## config.mk

```make
export PLATFORM = sky130hd
export DESIGN_NAME = irq_event_hub
export DESIGN_NICKNAME = d
export VERILOG_FILES = /design/src/rtl/irqv_pkg.sv /design/src/rtl/irqv_decode.sv /design/src/rtl/irqv_prio.sv /design/src/rtl/irqv_enables.sv /design/src/rtl/irqv_status.sv /design/src/rtl/irq_event_hub.sv
export SDC_FILE = /design/constraint.sdc
export NUM_CORES = 1
export LEC_CHECK = 0
export BUFFER_PORTS_ARGS = -buffer_cell sky130_fd_sc_hd__buf_4
export CORE_UTILIZATION = 25
export DETAILED_ROUTE_END_ITERATION = 7
export PLACE_DENSITY = 0.51
export REMOVE_ABC_BUFFERS = 1
export SYNTH_ARGS = -nofsm -noshare
export SYNTH_HDL_FRONTEND = slang
export SYNTH_HIERARCHICAL = 1
export SYNTH_SLANG_ARGS = --single-unit
```

## constraint.sdc

```tcl
create_clock -name clk -period 5.5 [get_ports clk]
set_clock_uncertainty 0.2 [all_clocks]
set_input_delay 1.1 -clock clk [delete_from_list [all_inputs] [get_ports clk]]
set_output_delay 1.1 -clock clk [all_outputs]
set_load 0.01 [all_outputs]
```

## src/rtl/irqv_pkg.sv

```systemverilog
package irqv_pkg;

    parameter int unsigned WORD_W = 16;
    parameter int unsigned ADDR_W = 3;

    localparam int unsigned VEC_W = $clog2(WORD_W + 1);

    localparam int unsigned RXRDY_BIT    = 3;
    localparam int unsigned TXRDY_BIT    = 4;
    localparam int unsigned BUSY_BIT     = 12;
    localparam int unsigned RXDMA_BIT    = 15;
    localparam int unsigned TXDMA_BIT    = 7;
    localparam int unsigned SELFTEST_BIT = 11;
    localparam int unsigned FORCE_W      = 6;

    localparam logic [WORD_W-1:0] SW_CLR_MASK   = WORD_W'('h0027);
    localparam logic [WORD_W-1:0] MASK_KEEP_NEW = WORD_W'('h003F);
    localparam logic [WORD_W-1:0] MASK_KEEP_OLD = WORD_W'('h001F);

    typedef enum logic [ADDR_W-1:0] {
        SEL_MASK = ADDR_W'(0),
        SEL_STAT = ADDR_W'(1),
        SEL_VEC  = ADDR_W'(2),
        SEL_DMA  = ADDR_W'(3),
        SEL_TEST = ADDR_W'(4)
    } reg_sel_e;

    typedef struct packed {
        logic wr_mask;
        logic wr_stat;
        logic wr_dma;
        logic wr_test;
        logic rd_vec;
    } strobe_t;

    typedef struct packed {
        logic rx_en;
        logic tx_en;
    } dma_cfg_t;

    function automatic logic [WORD_W-1:0] mask_keep(input bit new_rev);
        return new_rev ? MASK_KEEP_NEW : MASK_KEEP_OLD;
    endfunction

endpackage

```

## src/rtl/irqv_decode.sv

```systemverilog
module irqv_decode
    import irqv_pkg::*;
(
    input  logic              acc_en,
    input  logic              acc_wr,
    input  logic [ADDR_W-1:0] acc_addr,
    output strobe_t           strobe
);
    reg_sel_e sel;

    always_comb begin
        sel            = reg_sel_e'(acc_addr);
        strobe         = '0;
        strobe.wr_mask = acc_en &&  acc_wr && (sel == SEL_MASK);
        strobe.wr_stat = acc_en &&  acc_wr && (sel == SEL_STAT);
        strobe.wr_dma  = acc_en &&  acc_wr && (sel == SEL_DMA);
        strobe.wr_test = acc_en &&  acc_wr && (sel == SEL_TEST);
        strobe.rd_vec  = acc_en && !acc_wr && (sel == SEL_VEC);
    end
endmodule

```

## src/rtl/irqv_prio.sv

```systemverilog
module irqv_prio
    import irqv_pkg::*;
(
    input  logic [WORD_W-1:0] pend,
    output logic [WORD_W-1:0] hit,
    output logic [VEC_W-1:0]  index
);
    logic [WORD_W:0] below;

    assign below[0] = 1'b0;

    genvar g;
    generate
        for (g = 0; g < WORD_W; g++) begin : g_chain
            assign hit[g]     = pend[g] & ~below[g];
            assign below[g+1] = below[g] | pend[g];
        end
    endgenerate

    always_comb begin
        index = '0;
        for (int i = 0; i < WORD_W; i++) begin
            if (hit[i]) index = VEC_W'(i + 1);
        end
    end
endmodule

```

## src/rtl/irqv_enables.sv

```systemverilog
module irqv_enables
    import irqv_pkg::*;
#(
    parameter bit NEW_REV = 1'b1
) (
    input  logic              clk,
    input  logic              rst,
    input  strobe_t           strobe,
    input  logic [WORD_W-1:0] wdata,
    output logic [WORD_W-1:0] mask_q,
    output dma_cfg_t          dma_q
);
    localparam logic [WORD_W-1:0] KEEP = mask_keep(NEW_REV);

    always_ff @(posedge clk) begin
        if (rst) begin
            mask_q <= '0;
            dma_q  <= '0;
        end else if (strobe.wr_mask) begin
            mask_q <= wdata & KEEP;
        end else if (strobe.wr_dma) begin
            dma_q.rx_en <= wdata[RXDMA_BIT];
            dma_q.tx_en <= wdata[TXDMA_BIT];
            if (wdata[RXDMA_BIT]) mask_q[RXRDY_BIT] <= 1'b0;
            if (wdata[TXDMA_BIT]) mask_q[TXRDY_BIT] <= 1'b0;
        end
    end
endmodule

```

## src/rtl/irqv_status.sv

```systemverilog
module irqv_status
    import irqv_pkg::*;
#(
    parameter bit NEW_REV = 1'b1
) (
    input  logic              clk,
    input  logic              rst,
    input  logic [WORD_W-1:0] evt_set,
    input  logic [WORD_W-1:0] hw_clr,
    input  strobe_t           strobe,
    input  logic [WORD_W-1:0] wdata,
    input  logic [WORD_W-1:0] ack_hit,
    output logic [WORD_W-1:0] stat_q
);
    logic [WORD_W-1:0] sw_clr;
    logic [WORD_W-1:0] ack_clr;
    logic              force_on;

    assign sw_clr   = strobe.wr_stat ? (wdata & SW_CLR_MASK) : '0;
    assign ack_clr  = strobe.rd_vec ? ack_hit : '0;
    assign force_on = NEW_REV && strobe.wr_test && wdata[SELFTEST_BIT];

    genvar g;
    generate
        for (g = 0; g < WORD_W; g++) begin : g_bit
            logic set_b;
            logic clr_b;
            if (g < FORCE_W) begin : g_forced
                assign set_b = evt_set[g] | force_on;
            end else begin : g_plain
                assign set_b = evt_set[g];
            end
            assign clr_b = hw_clr[g] | sw_clr[g] | ack_clr[g];

            always_ff @(posedge clk) begin
                if (rst)        stat_q[g] <= 1'b0;
                else if (set_b) stat_q[g] <= 1'b1;
                else if (clr_b) stat_q[g] <= 1'b0;
            end
        end
    endgenerate
endmodule

```

## src/rtl/irq_event_hub.sv

```systemverilog
module irq_event_hub
    import irqv_pkg::*;
#(
    parameter bit NEW_REV = 1'b1
) (
    input  logic              clk,
    input  logic              rst,
    input  logic [WORD_W-1:0] evt_set_i,
    input  logic [WORD_W-1:0] hw_clr_i,
    input  logic              bus_busy_i,
    input  logic              acc_en_i,
    input  logic              acc_wr_i,
    input  logic [ADDR_W-1:0] acc_addr_i,
    input  logic [WORD_W-1:0] acc_wdata_i,
    output logic [WORD_W-1:0] acc_rdata_o,
    output logic              irq_o,
    output logic              rx_dma_req_o,
    output logic              tx_dma_req_o
);
    strobe_t           strobe;
    logic [WORD_W-1:0] mask_q;
    dma_cfg_t          dma_q;
    logic [WORD_W-1:0] stat_q;
    logic [WORD_W-1:0] pend;
    logic [WORD_W-1:0] ack_hit;
    logic [VEC_W-1:0]  vec_idx;
    reg_sel_e          rsel;

    irqv_decode u_dec (
        .acc_en   (acc_en_i),
        .acc_wr   (acc_wr_i),
        .acc_addr (acc_addr_i),
        .strobe   (strobe)
    );

    irqv_enables #(.NEW_REV(NEW_REV)) u_en (
        .clk    (clk),
        .rst    (rst),
        .strobe (strobe),
        .wdata  (acc_wdata_i),
        .mask_q (mask_q),
        .dma_q  (dma_q)
    );

    irqv_status #(.NEW_REV(NEW_REV)) u_stat (
        .clk     (clk),
        .rst     (rst),
        .evt_set (evt_set_i),
        .hw_clr  (hw_clr_i),
        .strobe  (strobe),
        .wdata   (acc_wdata_i),
        .ack_hit (ack_hit),
        .stat_q  (stat_q)
    );

    assign pend = stat_q & mask_q;

    irqv_prio u_prio (
        .pend  (pend),
        .hit   (ack_hit),
        .index (vec_idx)
    );

    assign irq_o        = |pend;
    assign rx_dma_req_o = dma_q.rx_en & stat_q[RXRDY_BIT];
    assign tx_dma_req_o = dma_q.tx_en & stat_q[TXRDY_BIT];

    always_comb begin
        rsel        = reg_sel_e'(acc_addr_i);
        acc_rdata_o = '0;
        if (acc_en_i && !acc_wr_i) begin
            case (rsel)
                SEL_MASK: acc_rdata_o = mask_q;
                SEL_STAT: begin
                    acc_rdata_o           = stat_q;
                    acc_rdata_o[BUSY_BIT] = bus_busy_i;
                end
                SEL_VEC:  acc_rdata_o = WORD_W'(vec_idx);
                SEL_DMA: begin
                    acc_rdata_o[RXDMA_BIT] = dma_q.rx_en;
                    acc_rdata_o[TXDMA_BIT] = dma_q.tx_en;
                end
                default:  acc_rdata_o = '0;
            endcase
        end
    end
endmodule

```

======== After elaboration in Yosys (flattened, before gate mapping) ========
Index checks and enable logic that the tools add are counted.
storage, ports and cells
  flip-flop bits (word level) ............. 24
  output and inout port bits .............. 19
cells by class
  eq/ne operators ......................... 4
  bitwise logic cells ..................... 86
  reductions and logical operators ........ 33
  muxes and demuxes ....................... 59
operator list
  kind                  count
  $mux W5               15
  $or A1 B1 Y1          42
  $reduce_bool A2 Y1    19
  $mux W1               35
  $mux W16              2
  $pmux W7 S3           1
  $and A1 B1 Y1         17
  $and A16 B6 Y16       1
  $not A1 Y1            16
  $reduce_or A16 Y1     1
  $or A1 B1 Y1 const B  10
  $logic_and A1 B1 Y1   8
  $mux W7               1
  $eq A3 B2 Y1 const B  2
  $mux W6               1
  $reduce_and A2 Y1     3
  $mux W2               2
  $pmux W1 S2           2
  $eq A3 B1 Y1 const B  1
  $eq A3 B3 Y1 const B  1
  $logic_not A3 Y1      1
  $logic_not A1 Y1      1

======== Logic depth before layout (Yosys ltp) ========
  depth after elaboration ................. 21
  depth in mapped cells ................... 9

======== By module ========
The synthesis kept the hierarchy.
modules (own cells, without submodules)
  module         times used  cells each  area an instance (sq um)
  irqv_status    1           90          680.7
  irq_event_hub  1           77          496.7
  irqv_enables   1           42          390.4
  irqv_prio      1           51          321.6
  irqv_decode    1           8           51.3

======== Worst setup path after synthesis ========
No wires, ideal clock.
  path kind ............................... input to output
  start point ............................. in acc_addr_i[2]
  end point ............................... out acc_rdata_o[10]
  data required time ...................... 4.200 ns
  stages on the path ...................... 5
  buffers on the path ..................... 2
  path slack .............................. 2.001 ns
  arrival time ............................ 2.199 ns
  path through ............................ or3b_1 > clkbuf_1 > or2_1 > clkbuf_1 > nor2_1
between the ends
  longest elaborated chain between the ends .. 3
ends and longest elaborated chain
  element       RTL line             RTL
  from (decl)   irq_event_hub.sv:13  input logic [ADDR_W-1:0] acc_addr_i,
  $eq A3 B1 Y1  irq_event_hub.sv:72  case (rsel)
  $mux W7       irq_event_hub.sv:72
  $mux W16      irq_event_hub.sv:71  if (acc_en_i && !acc_wr_i) begin
  to (decl)     irq_event_hub.sv:15  output logic [WORD_W-1:0] acc_rdata_o,
No other way between the ends.

======== Worst setup path in the final report ========
  start point ............................. in acc_addr_i[2]
  end point ............................... out acc_rdata_o[5]
between the ends
  longest elaborated chain between the ends .. 3
  elaborated cells on any way between the ends .. 5
ends and longest elaborated chain
  element                               RTL line
  $eq A3 B2 Y1 (tied with other cells)  irq_event_hub.sv:72
  $pmux W7 S3 *                         irq_event_hub.sv:72
  $mux W16 *                            irq_event_hub.sv:71
Every way passes the cells marked *; elsewhere a longest branch is shown, timed or not.

==> out/qor.yml <==
synth_top_flop_cell: "dfxtp_1"
worstPathBufferInverterCount: 2
drt_wl_total_microns: 5400
fin_crit_ps: 3800
pre_cts_ws_ps: 1650
critical_path_class: "in2out"
holdBufCountCts: 0
vias: 1912
grt_pass1_wl_microns: 8400
drv_cap: 0
fp.coreArea_sq_um: 7370
io_pins: 75
die_area_sq_um: 8120
synth_area_sq_um: 1940
worst_pin_slew_ps: 1120
drive_gt1_share_pct: 26.5
leakage_nw: 1.08
power_per_cell_area_nw_per_um2: 166
crit_chain: "buf_4 > or3b_1 > or2_1 > nor2_1 > buf_4"
setup_ws_ps: 1700
worst_ep_arrival_time_ps: 2500
reg2reg_slack_ps: 3640
status: "finished clean"
r2r-end: "u_stat/stat_q[5]"
yosysUniqueCellTypes: 41
min_path_type: "reg2reg"
synth_seq_cells: 24
max_stage_delay_ps: 520
die_x_microns: 90.1
slowest_stage: "or3b_1"
crit_path_end_kind: "output port"
htree_levels: 1
numPortBuffers: 67
fin_crit_sh_pct: 69.1
crit_family: "simple AND/OR/NAND/NOR gates"
clk_latency_ps: 270
crit_path_start_kind: "primary input"
grt_max_degree: 25
netlist.area_leader.share_pct: 24.8
via_per_inst: 4.51
route.detailed.drc: 0
gr-usage-all-layers_pct: 12.7
startpoint: "acc_addr_i[2]"
antenna_left: 0
cts.reportedPaths.clkPinSlew_ps: 90
final_nets: 382
die_h_microns: 90.1
path_common_cell: "buf_4"
syn-mean-instance-area_sq_um: 7.24
finalMaxSlewViolations: 0
yosys-top-cells-area: "dfxtp_1, mux2i_1, nor2_1"
dpl.hpwl_microns: 4130
cts_max_path_buffers: 2
cts_sinks: 24
hp-start: "u_stat/stat_q[12]"
gr-total-overflow: 0
power_mw: 0.417
yosysSeqAreaShare_pct: 24.8
grt_pass1_vias: 1740
rsz0062_at_grt: "no"
yosys.area.top_type: "dfxtp_1"
slew_headroom_pct: 24.6
tns_ps: 0
yosysWarningCount: 6
fin_util_pct: 34.1
setup.worst_path.end: "acc_rdata_o[5]"
synth_edf_count: 0
setup_viol: 0
initial_core_util_pct: 26.3
antenna_found_initial: 0
dr.first_iter.drc_count: 83
synth_cells: 268
cts_made_buffers: 3
gp_congestion: 0.845
finalHoldViolations: 0
post-cts-setup-buffers: 0
clock-root-buffer: "clkbuf_8"
cts-resized-gates: 0
crit_fanout: 9
synth_most_common_cell: "nor2_1"
regToRegStartpoint: "u_en/mask_q[1]"
critical_path_depth: 5
reg2reg_depth: 7
wire_per_inst_microns: 12.7
syn_to_final_growth_pct: 29.4
n_antenna_cell: 0
vdd.ir_drop.worst_v: 0.0000961
fmax_ghz: 0.263
synth_commonest_cells: "nor2_1, nand2_1, dfxtp_1"
synthArstFlopShare_pct: 0
cts_tree: "done"
worstPathRequired_ps: 4200
dr.pass1.iters: 4
rows: 31
worst min-delay path by stage:
stage | to | slack (ps) | cells past startpoint
after global routing | u_en/mask_q[4] | 330 | 2
final | u_stat/stat_q[12] | 300 | 2
after global placement | u_stat/stat_q[12] | 270 | 2
after floorplan | u_stat/stat_q[12] | 250 | 2
after CTS | u_stat/stat_q[12] | 300 | 2
after detailed placement | u_stat/stat_q[12] | 280 | 2
metrics by stage:
step	std cells	hold WS [ps]	instance area [sq um]
global placement	420	265	2460
floorplan	253	253	1810
CTS	424	300	2510
finish	424	297	2510
global route	424	332	2510
detailed placement	420	275	2460
registers in the layout, summed over array words and instances (netlist names):
register       flops
u_en/mask_q        6
u_stat/stat_q     16
u_en/dma_q         2
placed cells by master (no fill, tap or decap), drive strengths merged:
cell and instances:
a21boi 1, a21oi 17, a31oi 11, and2 21, and3 3, and3b 1, and4 1, buf 68
clkbuf 4, conb 10, dfxtp 24, inv 15, mux2i 22, nand2 34, nand3 2, nand3b 5
nand4b 4, nor2 42, nor2b 3, nor3 4, nor3b 4, nor4 5, nor4b 2, o21a 2
o21ai 2, o22ai 2, o31ai 2, or2 6, or3 2, or3b 1, or4 5
worst reg2reg max path, delay by kind of cell, from the launching register on:
family           cells  cell delay, ps
flip-flops           1             330
AO/OA/AOI/OAI        1              70
AND/OR/NAND/NOR      6            1150
final cells by class:
type,instances,area [sq um]
fill,810,4860
multi-input combinational,214,1280
timing repair buffer,68,510
sequential,24,480
tap,99,124
inverter,15,56.3
clock buffer,4,55.1
power by group:
part / leakage (nW) / internal [mW] / total, mW / switching (mW)
Combinational: 0.857 / 0.0534 / 0.103 / 0.0499
Sequential: 0.198 / 0.182 / 0.188 / 0.00568
Clock: 0.0288 / 0.0641 / 0.126 / 0.0621
cell families (layout without fill, tap and decap cells):
family,after synthesis,after routing,share of synthesized area [%]
other,1,10,0.193
buffers and inverters,39,87,11.4
AND/OR/NAND/NOR,145,145,41.0
AO/OA/AOI/OAI,37,37,11.3
flip-flops,24,24,24.8
multiplexers,22,22,11.3
layer usage:
layer	share of wire, %	vias up	global-route usage (%)
met5	0	-	0
met4	0.82	0	3.23
met3	4.1	4	1.95
met2	45	48	20.5
met1	50	853	17.6
li1	-	1007	-
Note: power is estimated with default switching activity, not from simulation.
